===== config.mk =====
export PLATFORM = sky130hd
export DESIGN_NAME = rx_bd_scatter
export DESIGN_NICKNAME = d
export VERILOG_FILES = /design/src/rtl/rxs_pkg.sv /design/src/rtl/rxs_crc32.sv /design/src/rtl/rxs_regfile.sv /design/src/rtl/rx_bd_scatter.sv
export SDC_FILE = /design/constraint.sdc
export NUM_CORES = 1
export LEC_CHECK = 0
export BUFFER_PORTS_ARGS = -buffer_cell sky130_fd_sc_hd__buf_2
export CELL_PAD_IN_SITES_DETAIL_PLACEMENT = 0
export CELL_PAD_IN_SITES_GLOBAL_PLACEMENT = 2
export CORE_ASPECT_RATIO = 0.6
export CORE_UTILIZATION = 34
export CTS_CLUSTER_DIAMETER = 200
export DETAILED_ROUTE_END_ITERATION = 6
export GPL_TIMING_DRIVEN = 0
export PLACE_DENSITY = 0.86
export RECOVER_POWER = 50
export SETUP_SLACK_MARGIN = 0.05
export SLEW_MARGIN = 20
export SYNTH_ARGS = -nofsm -noshare
export SYNTH_HDL_FRONTEND = slang
export SYNTH_SLANG_ARGS = --single-unit

===== constraint.sdc =====
create_clock -name clk -period 3.8 [get_ports clk]
set_clock_uncertainty 0.15 [all_clocks]
set_input_delay 0.76 -clock clk [delete_from_list [all_inputs] [get_ports clk]]
set_output_delay 0.76 -clock clk [all_outputs]
set_load 0.01 [all_outputs]

===== src/rtl/rxs_pkg.sv =====
package rxs_pkg;
    localparam int LW = 14;

    typedef enum logic [3:0] {
        S_IDLE, S_RD0, S_RD1, S_RD2, S_FILL, S_WB, S_DRAIN, S_PRB0, S_PRB1
    } st_e;

    localparam logic [2:0] RG_EVT  = 3'd0;
    localparam logic [2:0] RG_MASK = 3'd1;
    localparam logic [2:0] RG_ARM  = 3'd2;
    localparam logic [2:0] RG_RCTL = 3'd3;
    localparam logic [2:0] RG_RING = 3'd4;
    localparam logic [2:0] RG_MAXB = 3'd5;

    localparam int F_EMPTY = 31;
    localparam int F_WRAP  = 29;
    localparam int F_LAST  = 27;
    localparam int F_LGERR = 21;
    localparam int F_TRUNC = 16;

    localparam logic [31:0] RCTL_RST  = 32'h05EE_0001;
    localparam logic [31:0] RCTL_MASK = 32'h07FF_003F;
    localparam logic [31:0] MAXB_MASK = 32'h0000_3FF0;

    typedef struct packed {
        logic buffer;
        logic frame;
    } evt_t;

    function automatic logic [31:0] crc_step(input logic [31:0] c, input logic [7:0] b);
        logic [31:0] r;
        r = c ^ {24'h0, b};
        for (int i = 0; i < 8; i++) begin
            r = r[0] ? ((r >> 1) ^ 32'hEDB8_8320) : (r >> 1);
        end
        return r;
    endfunction
endpackage


===== src/rtl/rxs_crc32.sv =====
module rxs_crc32 import rxs_pkg::*; (
    input  logic        clk,
    input  logic        init,
    input  logic        en,
    input  logic [7:0]  data,
    output logic [31:0] crc_nx
);
    logic [31:0] crc_q;

    assign crc_nx = crc_step(crc_q, data);

    always_ff @(posedge clk) begin
        if (init)    crc_q <= '1;
        else if (en) crc_q <= crc_nx;
    end
endmodule


===== src/rtl/rxs_regfile.sv =====
module rxs_regfile import rxs_pkg::*; #(
    parameter int AW = 16
) (
    input  logic          clk,
    input  logic          rst,
    input  logic          reg_wr,
    input  logic [2:0]    reg_addr,
    input  logic [31:0]   reg_wdata,
    output logic [31:0]   reg_rdata,
    input  evt_t          evt_set,
    input  logic          active,
    output evt_t          events,
    output logic          irq,
    output logic [LW-1:0] mrbr,
    output logic [15:0]   ulimit,
    output logic [AW-1:0] ring_base,
    output logic          ring_wr,
    output logic          arm_wr
);
    logic [1:0]  mask;
    logic [31:0] rctl;
    logic [31:0] maxb;

    assign ring_wr = reg_wr && (reg_addr == RG_RING);
    assign arm_wr  = reg_wr && (reg_addr == RG_ARM);
    assign mrbr    = maxb[LW-1:0];
    assign ulimit  = rctl[31:16];
    assign irq     = |(events & mask);

    always_ff @(posedge clk) begin
        if (rst) begin
            events    <= '0;
            mask      <= '0;
            rctl      <= RCTL_RST;
            maxb      <= '0;
            ring_base <= '0;
        end else begin
            events <= (reg_wr && reg_addr == RG_EVT) ? ((events & ~reg_wdata[1:0]) | evt_set)
                                                     : (events | evt_set);
            if (reg_wr) begin
                case (reg_addr)
                    RG_MASK: mask      <= reg_wdata[1:0];
                    RG_RCTL: rctl      <= reg_wdata & RCTL_MASK;
                    RG_MAXB: maxb      <= reg_wdata & MAXB_MASK;
                    RG_RING: ring_base <= {reg_wdata[AW-1:3], 3'b000};
                    default: ;
                endcase
            end
        end
    end

    always_comb begin
        case (reg_addr)
            RG_EVT:  reg_rdata = {30'h0, events};
            RG_MASK: reg_rdata = {30'h0, mask};
            RG_ARM:  reg_rdata = {31'h0, active};
            RG_RCTL: reg_rdata = rctl;
            RG_RING: reg_rdata = 32'(ring_base);
            RG_MAXB: reg_rdata = maxb;
            default: reg_rdata = '0;
        endcase
    end
endmodule


===== src/rtl/rx_bd_scatter.sv =====
module rx_bd_scatter import rxs_pkg::*; #(
    parameter int AW        = 16,
    parameter int MAX_FRAME = 2032
) (
    input  logic          clk,
    input  logic          rst,
    input  logic          in_valid,
    input  logic [7:0]    in_data,
    input  logic          in_last,
    output logic          in_ready,
    output logic          mem_req,
    output logic          mem_we,
    output logic [AW-1:0] mem_addr,
    output logic [3:0]    mem_be,
    output logic [31:0]   mem_wdata,
    input  logic [31:0]   mem_rdata,
    input  logic          reg_wr,
    input  logic [2:0]    reg_addr,
    input  logic [31:0]   reg_wdata,
    output logic [31:0]   reg_rdata,
    output logic          irq
);
    localparam logic [LW-1:0] DATA_LIM = LW'(MAX_FRAME - 4);

    st_e           st;
    logic          active, probe_pend, phase_crc, wb_last, trunc;
    logic [AW-1:0] cur, buf_base, byte_addr;
    logic [31:0]   desc_w0, crc_fin, crc_nx, wb_word;
    logic [1:0]    crc_idx;
    logic [7:0]    crc_byte;
    logic [LW-1:0] buf_cnt, data_cnt, tot_cnt, mrbr;
    logic [15:0]   ulimit;
    logic [AW-1:0] ring_base;
    logic          ring_wr, arm_wr, crc_en, store_ok, buf_full;
    evt_t          evt_set, events;

    rxs_regfile #(.AW(AW)) u_regs (
        .clk(clk), .rst(rst), .reg_wr(reg_wr), .reg_addr(reg_addr),
        .reg_wdata(reg_wdata), .reg_rdata(reg_rdata), .evt_set(evt_set),
        .active(active), .events(events), .irq(irq), .mrbr(mrbr),
        .ulimit(ulimit), .ring_base(ring_base), .ring_wr(ring_wr), .arm_wr(arm_wr)
    );

    rxs_crc32 u_crc (
        .clk(clk), .init(st == S_IDLE), .en(crc_en), .data(in_data), .crc_nx(crc_nx)
    );

    assign store_ok  = data_cnt < DATA_LIM;
    assign buf_full  = buf_cnt == mrbr;
    assign byte_addr = buf_base + AW'(buf_cnt);
    assign crc_byte  = 8'(crc_fin >> {2'd3 - crc_idx, 3'b000});

    always_comb begin
        wb_word = {desc_w0[31:16], 16'(buf_cnt)};
        wb_word[F_EMPTY] = 1'b0;
        if (wb_last) begin
            wb_word[F_LAST] = 1'b1;
            if (trunc) begin
                wb_word[F_TRUNC] = 1'b1;
                wb_word[F_LGERR] = 1'b1;
            end
            if (16'(tot_cnt) > ulimit) wb_word[F_LGERR] = 1'b1;
        end
    end

    always_comb begin
        mem_req   = 1'b0;
        mem_we    = 1'b0;
        mem_addr  = cur;
        mem_be    = 4'hF;
        mem_wdata = '0;
        in_ready  = 1'b0;
        crc_en    = 1'b0;
        evt_set   = '0;
        case (st)
            S_RD0, S_PRB0: mem_req = 1'b1;
            S_RD1: begin
                mem_req  = 1'b1;
                mem_addr = cur + AW'(4);
            end
            S_FILL: begin
                if (phase_crc) begin
                    if (!buf_full) begin
                        mem_req   = 1'b1;
                        mem_we    = 1'b1;
                        mem_addr  = byte_addr;
                        mem_be    = 4'b0001 << byte_addr[1:0];
                        mem_wdata = {4{crc_byte}};
                    end
                end else if (in_valid && !(store_ok && buf_full)) begin
                    in_ready = 1'b1;
                    crc_en   = 1'b1;
                    if (store_ok) begin
                        mem_req   = 1'b1;
                        mem_we    = 1'b1;
                        mem_addr  = byte_addr;
                        mem_be    = 4'b0001 << byte_addr[1:0];
                        mem_wdata = {4{in_data}};
                    end
                end
            end
            S_WB: begin
                mem_req        = 1'b1;
                mem_we         = 1'b1;
                mem_wdata      = wb_word;
                evt_set.frame  = wb_last;
                evt_set.buffer = !wb_last;
            end
            S_DRAIN: in_ready = 1'b1;
            default: ;
        endcase
    end

    always_ff @(posedge clk) begin
        if (rst) begin
            st <= S_IDLE;
            active <= 1'b0; probe_pend <= 1'b0; phase_crc <= 1'b0;
            wb_last <= 1'b0; trunc <= 1'b0;
            cur <= '0; buf_base <= '0; desc_w0 <= '0; crc_fin <= '0; crc_idx <= '0;
            buf_cnt <= '0; data_cnt <= '0; tot_cnt <= '0;
        end else begin
            if (ring_wr) cur <= {reg_wdata[AW-1:3], 3'b000};
            if (arm_wr && !active) probe_pend <= 1'b1;
            case (st)
                S_IDLE: begin
                    if (probe_pend) begin
                        probe_pend <= 1'b0;
                        st <= S_PRB0;
                    end else if (active && in_valid) begin
                        data_cnt <= '0; tot_cnt <= '0;
                        phase_crc <= 1'b0; trunc <= 1'b0;
                        st <= S_RD0;
                    end
                end
                S_RD0: st <= S_RD1;
                S_RD1: begin
                    desc_w0 <= mem_rdata;
                    st <= S_RD2;
                end
                S_RD2: begin
                    buf_base <= mem_rdata[AW-1:0];
                    buf_cnt  <= '0;
                    if (desc_w0[F_EMPTY]) st <= S_FILL;
                    else                  st <= phase_crc ? S_PRB0 : S_DRAIN;
                end
                S_FILL: begin
                    if (phase_crc) begin
                        if (buf_full) begin
                            wb_last <= 1'b0;
                            st <= S_WB;
                        end else begin
                            buf_cnt <= buf_cnt + 1'b1;
                            tot_cnt <= tot_cnt + 1'b1;
                            crc_idx <= crc_idx + 1'b1;
                            if (crc_idx == 2'd3) begin
                                wb_last <= 1'b1;
                                st <= S_WB;
                            end
                        end
                    end else if (in_valid) begin
                        if (store_ok && buf_full) begin
                            wb_last <= 1'b0;
                            st <= S_WB;
                        end else begin
                            if (store_ok) begin
                                buf_cnt  <= buf_cnt + 1'b1;
                                data_cnt <= data_cnt + 1'b1;
                                tot_cnt  <= tot_cnt + 1'b1;
                            end else begin
                                trunc <= 1'b1;
                            end
                            if (in_last) begin
                                phase_crc <= 1'b1;
                                crc_idx   <= '0;
                                crc_fin   <= ~crc_nx;
                            end
                        end
                    end
                end
                S_WB: begin
                    cur <= desc_w0[F_WRAP] ? ring_base : cur + AW'(8);
                    st  <= wb_last ? S_PRB0 : S_RD0;
                end
                S_DRAIN: if (in_valid && in_last) st <= S_PRB0;
                S_PRB0: st <= S_PRB1;
                S_PRB1: begin
                    active <= mem_rdata[F_EMPTY];
                    st <= S_IDLE;
                end
                default: st <= S_IDLE;
            endcase
        end
    end
endmodule


# Yosys cells after proc, flatten, opt, wreduce, memory -nomap -nowiden
# Cells that the tools add are included.
[totals]
memories = 0
mem_bits_rw = 0
ff_bits = 225
latch_bits = 0
output_inout_bits = 88
romBits = 0
[classes]
mux = 101
n_bitwise = 17
reduce_logical = 34
addsub = 8
magnitude_cmp = 2
shift = 2
div = 0
mul = 0
eq_ne = 33
[ops]
columns = ["operator", "n"]
rows = [
  ["32-bit two-way mux", 12],
  ["14-bit two-way mux", 16],
  ["27-bit case mux with 6 select lines", 1],
  ["16-bit two-way mux", 7],
  ["13-bit inverter with 14-bit output", 8],
  ["14-bit case mux with 2 select lines", 3],
  ["32-bit case mux with 2 select lines", 1],
  ["4-bit two-way mux", 13],
  ["14-bit by 1-bit adder with 14-bit output, second input constant", 3],
  ["1-bit two-way mux", 32],
  ["32-bit inverter", 1],
  ["16-bit case mux with 2 select lines", 1],
  ["4-bit case mux with 8 select lines", 1],
  ["32-bit by 5-bit right shift with 8-bit output", 1],
  ["32-bit by 8-bit XOR with 32-bit output", 1],
  ["7-bit AND reduction", 3],
  ["2-bit != test, second input constant", 10],
  ["5-bit AND reduction", 4],
  ["3-bit != test, second input constant", 6],
  ["16-bit by 14-bit adder with 16-bit output", 1],
  ["16-bit by 3-bit adder with 16-bit output, second input constant", 1],
  ["16-bit by 4-bit adder with 16-bit output, second input constant", 1],
  ["4-bit by 3-bit equality test with 1-bit output, second input constant", 4],
  ["2-bit two-way mux", 8],
  ["31 further kinds", 58],
]

# Longest topological paths before layout
# Gate-level depths: netlist of the first run.
[depth]
depth_word = 18
ltp_mapped = 11
depth_no_buf = 8

# Cells and area by module
# Synthesis of the first run repeated with hierarchy kept, for this count alone.
[hier_totals]
cells_unflattened = 1463
hier_area_um2 = 12380.6
[by_module_without_submodules]
columns = ["mod", "seq_area_each_um2", "n_inst", "cells_each", "area_per_inst_um2"]
rows = [
  ["rx_bd_scatter", 2662.6, 1, 1019, 8016.4],
  ["rxs_regfile", 880.8, 1, 260, 2434.8],
  ["rxs_crc32", 640.6, 1, 184, 1929.4],
]

# Least setup slack after synthesis of the first run
# OpenSTA, ideal clock, no wires.
[synth_path]
path_type = "register to output"
startpoint = "register buf_cnt[1]"
endpoint = "output mem_wdata[21]"
arrival_ns = 2.393
setup_slack_ns = 0.497
required_ns = 2.890
path_stages_with_launch = 10
path_cell_list = "dfxtp_1 > inv_1 > ha_1 > or3b_1 > nor4_1 > and3_1 > clkbuf_1 > clkbuf_1 > nor2_1 > or3_1"
[synth_via]
elab_chain_cells = 7
word_cells_on_any_way = 8
classes_between = "eq/ne: 1; mux: 4; reduce/logical: 3"
[synth_rtl]
columns = ["item", "line_no", "rtl"]
rows = [
  ["start: declaration", "rx_bd_scatter.sv:31", "logic [LW-1:0] buf_cnt, data_cnt, tot_cnt, mrbr;"],
  ["start signal: assignment", "rx_bd_scatter.sv:152", "buf_cnt <= buf_cnt + 1'b1;"],
  ["start signal: assignment", "rx_bd_scatter.sv:166", "buf_cnt <= buf_cnt + 1'b1;"],
  ["14-bit equality test *", "rx_bd_scatter.sv:49", "assign buf_full = buf_cnt == mrbr;"],
  ["1-bit logical AND", "rx_bd_scatter.sv:90", "end else if (in_valid && !(store_ok && buf_full)) begin"],
  ["1-bit logical NOT", "rx_bd_scatter.sv:90", ""],
  ["1-bit logical AND", "rx_bd_scatter.sv:90", ""],
  ["32-bit two-way mux", "rx_bd_scatter.sv:90", ""],
  ["32-bit two-way mux *", "rx_bd_scatter.sv:82", "if (phase_crc) begin"],
  ["32-bit case mux with 2 select lines *", "rx_bd_scatter.sv:75", "case (st)"],
  ["end: declaration", "rx_bd_scatter.sv:15", "output logic [31:0] mem_wdata,"],
]
# Every way passes the cells marked *; elsewhere a longest branch is shown, timed or not.

# Worst setup path in the final report of the first run
[layout_path]
startpoint = "register buf_cnt[6]"
endpoint = "output mem_addr[13]"
[layout_via]
elab_chain_cells = 7
word_cells_on_any_way = 10
classes_between = "add/sub: 1; eq/ne: 1; mux: 5; reduce/logical: 3"
[layout_rtl]
columns = ["item", "line_no", "rtl"]
rows = [
  ["parallel branches: the longest is 5 deep, another holds 16-bit by 14-bit adder with 16-bit output", "-", ""],
  ["16-bit two-way mux *", "rx_bd_scatter.sv:82", ""],
  ["16-bit case mux with 2 select lines *", "rx_bd_scatter.sv:75", ""],
  ["end: declaration", "rx_bd_scatter.sv:13", "output logic [AW-1:0] mem_addr,"],
]
# Every way passes the cells marked *.

==> results.cfg, run 1 <==
[cts]
tritoncts_clock_tree = built
ctsRootBufferMaster = sky130_fd_sc_hd__clkbuf_16
worstSkewPairLatency_ns = 0.56
cts-htree-levels = 1
cts_buffers = 22
clkSinkCount = 206
cts-root-to-sink-buffers = 3
holdBufCountCts = 0
clk_transition_reported_paths_ns = 0.07

[hold_path]
hold_class = in -> reg

[synth]
synthesis.instances = 1395
ys_async_sr_fraction_pct = 0
synthXorXnorAreaFrac_pct = 9.42
synth_enable_flop_cells = 0
dominantRegCellSynth = sky130_fd_sc_hd__dfxtp_1
synth_top_family_by_area = simple AND/OR/NAND/NOR gates
synth.ff_latch_count = 206
adder_and_majority_gate_portion_of_the_synthesized_area_pct = 3.66
synth_area_per_cell_sq_um = 7.98
post_synthesis_share_of_cell_area_spent_on_and_or_nand_and_nor_gates_pct = 22.9
synthesis.yosys.warnings = 0
synth.yosys.seq_area_share_pct = 37.0
synth_area_sq_um = 11100
synth_area_in_compound_gates_pct = 18.5
post_synth_num_cell_types = 65
muxShareOfSynthArea_pct = 4.26

[global_route]
wire_length_of_the_first_global_routing_pass_um = 63600
grt_antenna_before_repair = 1
globalRouteOverflowTotal = 0
via_count_of_the_first_global_routing_pass = 10000
pin_count_of_the_biggest_net_entering_global_routing = 15
global_route.usage.total_pct = 25.2

[timing]
layout_min_cycle_time_ns = 3.75
timing_hold_violations_final = 0
finalSetupTns_ns = 0
grt_setup_unrepaired = true
final-max-slew-violation-count = 0
crit_share_post_route_pct = 98.7
setup_viol_count_final = 0
fmax_mhz = 267
tightest_slew_ns = 1.27
timing.slew.headroom_pct = 15.2

[floorplanning]
overall_die_width_um = 236
die_h_um = 142
initial_core_util_pct = 35.1
core_area_sq_um = 31700
num_io_pins = 168
die_area_sq_um = 33500
num_rows = 50

[cells_and_area]
final_cells = 2036
layout.nets = 1717
final_layout_size_suffix_gt1_share_pct = 19.8
antennaDiodeCount = 0
syn_to_final_growth_pct = 24.3

[worst_setup_path]
rr_startpoint = st[1]$_SDFFE_PP0P_
worstSetupEndpoint = mem_addr[13]
cp_data_required_time_ns = 2.89
worst_r2r_path_depth = 10
crit_path_start_kind = flop
cp_cell_sequence = ha_1, a211oi_2, o211ai_1, a41oi_2, a21oi_2, xnor2_2, o21ai_0, buf_2
cp_num_buf_inv = 1
crit_path_end_kind = output pin
worstReg2RegEnd = crc_fin[23]$_SDFFE_PP0P_
worst-path-stages = 8
path_class = reg -> out
worstPathMaxFanout = 6
worst_ep_arrival_time_ns = 2.84
worst_path_max_delay_cell = sky130_fd_sc_hd__dfxtp_2
timing.critical_path.slowest_cell_delay_ns = 0.42
rrSetupSlack_ns = 0.33
kind_of_cell_adding_the_most_delay_to_the_critical_path = compound AO/OA/AOI/OAI gates
setup.worst_path.start = buf_cnt[6]$_SDFFE_PP0P_

[placed_design]
place_inst = 1970
place_hpwl_um = 33400
io_port_bufs = 155
gp_congestion = 0.928

[power_and_ir_drop]
vdd.ir_drop.worst_v = 0.000302
p_leak_nw = 5.70
cellPowerDensity_nw_per_um2 = 397

[drt]
drc_errors = 0
vias_per_cell = 5.54
drtAntennaViolNets = 0
post_drt_wl_per_cell_um = 21.5
drt-pass1-iter-count = 6
drt_iter0_drc = 1137
detail_route.wirelength_um = 43700
dr_total_vias = 11300

[run]
max-cap-violations = 0

[status]
outcome = completed
-- worst min path at each step --
stage                                        end                        start  slack (ns)  cells after the start
floorplan              data_cnt[13]$_SDFFE_PP0P_    data_cnt[13]$_SDFFE_PP0P_        0.28                      1
global placement     u_regs.rctl[2]$_SDFFE_PP0P_  u_regs.rctl[2]$_SDFFE_PP0P_        0.29                      2
detailed placement      desc_w0[27]$_SDFFE_PP0P_     desc_w0[27]$_SDFFE_PP0P_        0.30                      2
CTS                     desc_w0[26]$_SDFFE_PP0P_                mem_rdata[26]        0.28                      3
global route        u_regs.rctl[22]$_SDFFE_PP1P_                reg_wdata[22]        0.29                      3
finish                  desc_w0[26]$_SDFFE_PP0P_                mem_rdata[26]        0.29                      3
-- layout by cell type (no fill, tap or decap), types with 41 or more instances in the layout --
cell                       instances
sky130_fd_sc_hd__buf_2           153
sky130_fd_sc_hd__xnor2_1          70
sky130_fd_sc_hd__o21ai_0          46
sky130_fd_sc_hd__nand3_1          66
sky130_fd_sc_hd__nand2_1         240
sky130_fd_sc_hd__clkbuf_1         69
sky130_fd_sc_hd__dfxtp_1         196
sky130_fd_sc_hd__nor2_1          116
sky130_fd_sc_hd__xor2_1           41
sky130_fd_sc_hd__a21oi_1         112
-- cells in the mapped netlist (all sizes together), types with 4 or more instances --
cell | n | share of area, %
o21ai | 55 | 2.5
nand3 | 67 | 3.0
o211ai | 12 | 0.81
and3 | 7 | 0.39
nand2 | 241 | 8.1
buf | 19 | 0.97
a211oi | 39 | 2.6
mux4 | 9 | 1.8
nand3b | 9 | 0.61
o31ai | 6 | 0.40
xnor2 | 75 | 6.0
or3 | 23 | 1.4
a31o | 4 | 0.31
a21oi | 118 | 5.3
ha | 31 | 3.5
a21o | 36 | 2.4
clkbuf | 70 | 2.4
xor2 | 43 | 3.5
mux2i | 26 | 2.3
and4 | 4 | 0.31
nand4 | 8 | 0.45
a32oi | 8 | 0.63
inv | 25 | 0.84
o22ai | 4 | 0.22
nor2 | 126 | 4.3
nor2b | 6 | 0.34
dfxtp | 206 | 37
nand2b | 8 | 0.45
nor3b | 4 | 0.31
or4 | 7 | 0.47
a311oi | 12 | 0.94
nor4 | 5 | 0.28
o311ai | 4 | 0.31
and2 | 12 | 0.67
a31oi | 9 | 0.51
nor3 | 28 | 1.3
-- routing by layer --
| layer | wire length (um) | global-route usage [%] | share of wire [%] | vias to the layer above |
|---|---|---|---|---|
| met4 | 571 | 3.78 | 1.3 | 2 |
| li1 | - | - | - | 5314 |
| met2 | 16900 | 33.6 | 39 | 437 |
| met5 | 8 | 0 | 0.018 | - |
| met1 | 22200 | 40.6 | 51 | 5495 |
| met3 | 4010 | 5.02 | 9.2 | 40 |
-- cell families after synthesis --
kind of cell             count (synthesis)
buffers and inverters                  115
other                                    1
multiplexers                            36
adder cells (fa/ha/maj)                 32
flip-flops                             206
AO/OA/AOI/OAI                          325
XOR/XNOR                               118
AND/OR/NAND/NOR                        562
-- sequential cells by signal (all words and copies together) (netlist names), 2 cells and up --
register          flops
crc_fin              32
cur                  13
u_regs.events         2
u_regs.mask           2
data_cnt             14
buf_cnt              14
crc_idx               2
buf_base             16
u_crc.crc_q          32
st                    4
u_regs.maxb          10
desc_w0              16
u_regs.ring_base     13
u_regs.rctl          17
tot_cnt              14
-- metrics by stage --
stage / worst slack (ns) / util, % / total power, mW / cell area [sq um] / hold WS (ns)
after global placement: -0.498 / 39.2 / 3.21 / 12400 / 0.290
after global routing: -0.00550 / 43.6 / 5.69 / 13800 / 0.290
after floorplan: 0.497 / - / 2.87 / 11100 / 0.281
final: 0.0483 / 43.6 / 5.50 / 13800 / 0.291
after detailed placement: -0.508 / 39.3 / 3.22 / 12500 / 0.295
after CTS: -0.00420 / 42.6 / 5.47 / 13500 / 0.283
-- what timing repair did --
action | 4_1_cts | 5_1_grt
gates cloned | 1 | 0
pin swaps | 8 | 20
gates resized for setup | 73 | 67
buffers inserted | 6 | 21
endpoints found under the setup margin | 55 | 48
-- power by group --
group	leakage (nW)	internal, mW	total [mW]	switching (mW)
clock network	0.356	1.22	2.22	1.00
registers	1.67	2.22	2.27	0.0550
logic	3.67	0.329	1.01	0.678
-- area by class of cell --
cell class,count,area [sq um]
fillers,3268,17900
multi-input cells,1079,6900
flip-flops and latches,206,4150
repair buffers,182,991
clock buffers,28,613
well taps,416,520
plain buffers,88,450
clock inverters,11,114
inverters,26,103
-- worst register-to-register path, delay by kind of cell, from the launching register on --
family                 cells  cell delay, ns
buffers and inverters      4            1.39
AND/OR/NAND/NOR            4            1.14
flip-flops                 1            0.32
AO/OA/AOI/OAI              2            0.38
Power figures use the tool's default switching activity.
==> run 2: changes to the inputs <==
Clock period 3.8 ns to 4.3 ns, I/O delays scaled along.
==> results.cfg, run 2 (synthesis results as in run 1) <==
[timing]
layout_min_cycle_time_ns = 4.20
final-max-slew-violation-count = 0
timing.slew.headroom_pct = 33.3
crit_share_post_route_pct = 97.6
timing_hold_violations_final = 0
grt_setup_unrepaired = false
fmax_mhz = 238
tightest_slew_ns = 0.997
finalSetupTns_ns = 0
setup_viol_count_final = 0

[drt]
dr_total_vias = 11100
drtAntennaViolNets = 0
vias_per_cell = 5.53
drt-pass1-iter-count = 6
drc_errors = 0
post_drt_wl_per_cell_um = 21.5
detail_route.wirelength_um = 43200
drt_iter0_drc = 1136

[placed_design]
place_hpwl_um = 33400
gp_congestion = 0.928
place_area_sq_um = 12500
io_port_bufs = 155

[power_and_ir_drop]
share_seq_of_total_power_pct = 41.7
internal_power_mw = 3.30
power_switching_share_pct = 31.5
cellPowerDensity_nw_per_um2 = 361
total_power_mw = 4.82
total_switching_power_mw = 1.52
vdd.ir_drop.worst_v = 0.000267
power_frac_clock_pct = 40.9
p_leak_nw = 5.48
comb_power_share_pct = 17.4

[cells_and_area]
layout.area.seq_sq_um = 4120
reg_top3 = crc_fin: 32 flops, u_crc.crc_q: 32 flops, u_regs.rctl: 17 flops
final_layout_size_suffix_gt1_share_pct = 15.7
layout.nets = 1692
area_taken_by_multi_input_logic_gates_sq_um = 6700
antennaDiodeCount = 0
most_common_cell_after_layout_fill_and_taps_aside = sky130_fd_sc_hd__nand2_1
fillers = 3307
design_area_sq_um = 13400
syn_to_final_growth_pct = 20.0
most-common-layout-cells = sky130_fd_sc_hd__nand2_1 (241), sky130_fd_sc_hd__dfxtp_1 (206), sky130_fd_sc_hd__buf_2 (155), sky130_fd_sc_hd__nor2_1 (121), sky130_fd_sc_hd__a21oi_1 (116)

[floorplanning]
overall_die_width_um = 236
num_io_pins = 168
num_rows = 50
die_area_sq_um = 33500
core_area_sq_um = 31700
initial_core_util_pct = 35.1
die_h_um = 142

[worst_setup_path]
crit_path_start_kind = flop
path_class = reg -> out
worst_r2r_path_depth = 9
setup.worst_path.start = st[2]$_SDFFE_PP0P_
worst_ep_arrival_time_ns = 3.19
cp_data_required_time_ns = 3.29
worstReg2RegEnd = crc_fin[5]$_SDFFE_PP0P_
cp_num_buf_inv = 2
timing.critical_path.slowest_cell_delay_ns = 0.56
kind_of_cell_adding_the_most_delay_to_the_critical_path = simple AND/OR/NAND/NOR gates
worst-path-stages = 7
worstPathMaxFanout = 10
rrSetupSlack_ns = 0.82
worst_path_max_delay_cell = sky130_fd_sc_hd__buf_1
rr_startpoint = st[1]$_SDFFE_PP0P_
crit_path_end_kind = output pin
cp_cell_sequence = nand2b_1, nor3_4, buf_1, a32oi_1, nor2_1, a21o_1, buf_2

[hold_path]
hold_class = reg -> reg
hold_path.startpoint = desc_w0[27]$_SDFFE_PP0P_
timing.hold.worst_endpoint = desc_w0[27]$_SDFFE_PP0P_
worst_hold_path.num_cells = 2

[cts]
clkSinkCount = 206
cts-htree-levels = 1
worstSkewPairLatency_ns = 0.56
tritoncts_clock_tree = built
cts-root-to-sink-buffers = 3
holdBufCountCts = 0
ctsRootBufferMaster = sky130_fd_sc_hd__clkbuf_16
cts_buffers = 22
clk_transition_reported_paths_ns = 0.07

[run]
max-cap-violations = 0

[global_route]
via_count_of_the_first_global_routing_pass = 9957
grt_antenna_before_repair = 1
global_route.usage.total_pct = 25.0
pin_count_of_the_biggest_net_entering_global_routing = 15
wire_length_of_the_first_global_routing_pass_um = 63100
globalRouteOverflowTotal = 0

[status]
outcome = completed
-- run 2: worst reg2reg max path: stages (launching register included) --
cell	delay, ns
sky130_fd_sc_hd__dfxtp_1	0.32
sky130_fd_sc_hd__buf_6	0.14
sky130_fd_sc_hd__or4b_1	0.51
sky130_fd_sc_hd__clkbuf_1	0.32
sky130_fd_sc_hd__nor2_4	0.34
sky130_fd_sc_hd__nand2_1	0.08
sky130_fd_sc_hd__a21oi_1	0.17
sky130_fd_sc_hd__clkbuf_1	0.57
sky130_fd_sc_hd__clkbuf_1	0.56
sky130_fd_sc_hd__a211oi_1	0.16
-- run 2: worst max-delay path by stage --
| stage | to | slack (ns) |
|---|---|---|
| after global routing | mem_wdata[9] | 0.04 |
| after floorplan | mem_wdata[21] | 0.90 |
| after detailed placement | in_ready | -0.11 |
| final | mem_wdata[3] | 0.10 |
| after global placement | in_ready | -0.1 |
| after CTS | mem_wdata[24] | 0.02 |
-- run 2: what timing repair did --
action / CTS / global route
setup endpoints to repair: 55 / 48
pin swaps: 0 / 3
setup buffers: 1 / 2
resized for setup: 19 / 19
-- run 2: final cells by class --
type	instances	area share [%]
Multi-Input combinational cell	1078	50.2
Clock buffer	28	4.59
Timing Repair Buffer	158	6.02
Clock inverter	11	0.853
Inverter	26	0.731
Buffer	88	2.83
Tap cell	416	3.90
Sequential cell	206	30.9
-- run 2: routing by layer --
metal | GRT usage (%) | up-vias | part of all wire, % | wire (um)
li1 | - | 5256 | - | -
met4 | 4.16 | 0 | 1.3 | 552
met1 | 40.1 | 5417 | 52 | 22300
met3 | 5.53 | 35 | 9.0 | 3890
met2 | 33.2 | 419 | 38 | 16400
met5 | 0 | - | 0 | 0
-- run 2: through the flow --
stage	instances	setup slack, ns	utilization [%]	hold WS, ns
2_1_floorplan	1399	0.897	-	0.281
3_3_place_gp	1970	-0.0980	39.2	0.290
3_5_place_dp	1970	-0.108	39.3	0.295
4_1_cts	2009	0.0241	41.8	0.304
5_1_grt	2011	0.0409	42.1	0.325
6_report	2011	0.104	42.1	0.303
-- run 2: power groups by stage --
stage | clock, mW | combinational, mW | sequential, mW
2_1_floorplan | 0 | 0.500 | 2.03
3_3_place_gp | 0 | 0.794 | 2.05
3_5_place_dp | 0 | 0.794 | 2.05
4_1_cts | 1.99 | 0.810 | 2.01
5_1_grt | 2.06 | 0.898 | 2.01
6_report | 1.97 | 0.838 | 2.01
==> run 3: changes to the inputs <==
--- a/config.mk
+++ b/config.mk
@@ -9,5 +9,4 @@
 export CELL_PAD_IN_SITES_DETAIL_PLACEMENT = 0
 export CELL_PAD_IN_SITES_GLOBAL_PLACEMENT = 2
-export CORE_ASPECT_RATIO = 0.6
 export CORE_UTILIZATION = 34
 export CTS_CLUSTER_DIAMETER = 200
==> constraint.sdc (replaced) <==
create_clock -name clk -period 4.3 [get_ports clk]
set_clock_uncertainty 0.15 [all_clocks]
set_input_delay 0.215 -clock clk [delete_from_list [all_inputs] [get_ports clk]]
set_output_delay 0.215 -clock clk [all_outputs]
set_load 0.01 [all_outputs]
==> results.cfg, run 3 (synthesis results as in run 1) <==
[run]
max-cap-violations = 0

[cells_and_area]
syn_to_final_growth_pct = 25.0
reg_top3 = crc_fin: 32 flops, u_crc.crc_q: 32 flops, u_regs.rctl: 17 flops
fillers = 3314
most-common-layout-cells = sky130_fd_sc_hd__nand2_1 (241), sky130_fd_sc_hd__dfxtp_1 (206), sky130_fd_sc_hd__buf_2 (133), sky130_fd_sc_hd__nor2_1 (125), sky130_fd_sc_hd__a21oi_1 (117)
layout.nets = 1756
antennaDiodeCount = 0
most_common_cell_after_layout_fill_and_taps_aside = sky130_fd_sc_hd__nand2_1
final_layout_size_suffix_gt1_share_pct = 12.5
final_core_util_pct = 43.6

[floorplanning]
die_area_sq_um = 33500
num_rows = 65
initial_core_util_pct = 34.9
overall_die_width_um = 183
core_area_sq_um = 31900
die_h_um = 183
num_io_pins = 168

[cts]
cts_buffers = 26
cts-root-to-sink-buffers = 3
tritoncts_clock_tree = built
cts-htree-levels = 1
ctsRootBufferMaster = sky130_fd_sc_hd__clkbuf_16
worstSkewPairLatency_ns = 0.54
clk_transition_reported_paths_ns = 0.07
clkSinkCount = 206

[status]
outcome = completed

[global_route]
via_count_of_the_first_global_routing_pass = 10500
grt_antenna_before_repair = 0
global_route.usage.total_pct = 23.9
globalRouteOverflowTotal = 0
m1_gr_usage_pct = 31.6
wire_length_of_the_first_global_routing_pass_um = 62100
grt_use_met2_pct = 41.0
pin_count_of_the_biggest_net_entering_global_routing = 13
top_usage_layer = met2
grt.met3_usage_pct = 2.72

[timing]
setup_viol_count_final = 0
grt_setup_unrepaired = true
final-max-slew-violation-count = 0
hold_slack_ns = 0.0532
finalSetupTns_ns = 0
timing_hold_violations_final = 0
timing.slew.headroom_pct = 21.6
tightest_slew_ns = 1.17
crit_share_post_route_pct = 96.6
layout_min_cycle_time_ns = 4.15
fmax_mhz = 241

[drt]
drc_errors = 0
detail_route.wirelength_um = 40900
post_drt_wl_per_cell_um = 19.5
drtAntennaViolNets = 0
dr_total_vias = 11000
drt-pass1-iter-count = 5
vias_per_cell = 5.27
drt_iter0_drc = 779

[worst_setup_path]
cp_num_buf_inv = 4
timing.critical_path.slowest_cell_delay_ns = 0.45
worstReg2RegEnd = crc_fin[17]$_SDFFE_PP0P_
worst-path-stages = 10
cp_cell_sequence = inv_1, ha_1, or3b_1, nor4_1, and3_1, clkbuf_1, clkbuf_2, nor2_1, or3_1, buf_2
worst_r2r_path_depth = 10
setup.worst_path.start = buf_cnt[0]$_SDFFE_PP0P_
worst_ep_arrival_time_ns = 3.79
path_class = reg -> out
crit_path_start_kind = flop
cp_data_required_time_ns = 3.93
worstPathMaxFanout = 10
kind_of_cell_adding_the_most_delay_to_the_critical_path = simple AND/OR/NAND/NOR gates
rrSetupSlack_ns = 0.89
worstSetupEndpoint = mem_wdata[21]
crit_path_end_kind = output pin
rr_startpoint = buf_cnt[0]$_SDFFE_PP0P_
worst_path_max_delay_cell = sky130_fd_sc_hd__nor4_1

[power_and_ir_drop]
vdd.ir_drop.worst_v = 0.000269
p_leak_nw = 5.65
cellPowerDensity_nw_per_um2 = 363

[hold_path]
hold_path.startpoint = reg_wr
hold_class = in -> reg

[placed_design]
place_hpwl_um = 31000
gp_congestion = 0.918
io_port_bufs = 155
-- run 3: cell types whose count changed in the layout (fill, tap and decap cells not counted), sizes merged --
cell         change
buf             -25
bufinv           +1
clkbuf          +34
clkinv           -6
clkinvlp         -1
dlygate4sd3     +62
-- run 3: routing by layer --
metal / wire, um / share of wire (%) / up-vias
li1: - / - / 5393
met1: 18500 / 45 / 5254
met2: 19400 / 47 / 326
met4: 1040 / 2.5 / 0
met3: 1920 / 4.7 / 59
met5: 0 / 0 / -
-- run 3: worst min-delay path by stage --
stage,end,slack (ns),cells past startpoint
2_1_floorplan,u_regs.rctl[0]$_SDFFE_PP1P_,0.19,2
3_3_place_gp,u_regs.rctl[26]$_SDFFE_PP1P_,0.28,3
3_5_place_dp,u_regs.rctl[18]$_SDFFE_PP1P_,0.29,3
4_1_cts,phase_crc$_SDFFE_PP0P_,0.03,5
5_1_grt,phase_crc$_SDFFE_PP0P_,0.11,5
6_report,probe_pend$_SDFF_PP0_,0.05,5
-- run 3: worst register-to-register path, stage by stage (launching register included) --
cell	delay [ns]
sky130_fd_sc_hd__dfxtp_1	0.38
sky130_fd_sc_hd__inv_1	0.13
sky130_fd_sc_hd__ha_1	0.14
sky130_fd_sc_hd__or3b_1	0.37
sky130_fd_sc_hd__nor4_1	0.45
sky130_fd_sc_hd__and3_1	0.24
sky130_fd_sc_hd__clkbuf_1	0.33
sky130_fd_sc_hd__a21oi_1	0.15
sky130_fd_sc_hd__clkbuf_1	0.31
sky130_fd_sc_hd__clkbuf_1	0.36
sky130_fd_sc_hd__a211oi_1	0.28
-- run 3: layout make-up --
cell class	count	area, sq um	area share (%)
Buffer	89	372	2.67
Tap cell	435	544	3.91
Timing Repair Buffer	217	1370	9.81
Inverter	26	97.6	0.701
Multi-Input combinational cell	1078	6560	47.2
Clock inverter	5	77.6	0.558
Clock buffer	39	771	5.54
Sequential cell	206	4120	29.6
-- run 3: power breakdown --
group	internal [mW]	switching [mW]	leakage, nW
clock	1.34	0.852	0.413
sequential	1.96	0.0457	1.66
combinational	0.281	0.562	3.58
total	3.59	1.46	5.65
-- run 3: repair_timing --
item | in CTS | in global routing
resized for setup | 4 | 2
setup endpoints to repair | 5 | 5
hold buffers | 62 | 0
hold endpoints to repair | 93 | 0
setup buffers | 0 | 0
pin swaps | 0 | 0
-- run 3: per-stage QoR --
stage	setup WS, ns	total power, mW	cells	instance area, sq um
2_1_floorplan	1.54	2.53	1399	11100
3_3_place_gp	0.463	2.84	1989	12500
3_5_place_dp	0.480	2.84	1989	12500
4_1_cts	0.0650	5.08	2095	13900
5_1_grt	0.0230	5.24	2095	13900
6_report	0.148	5.05	2095	13900
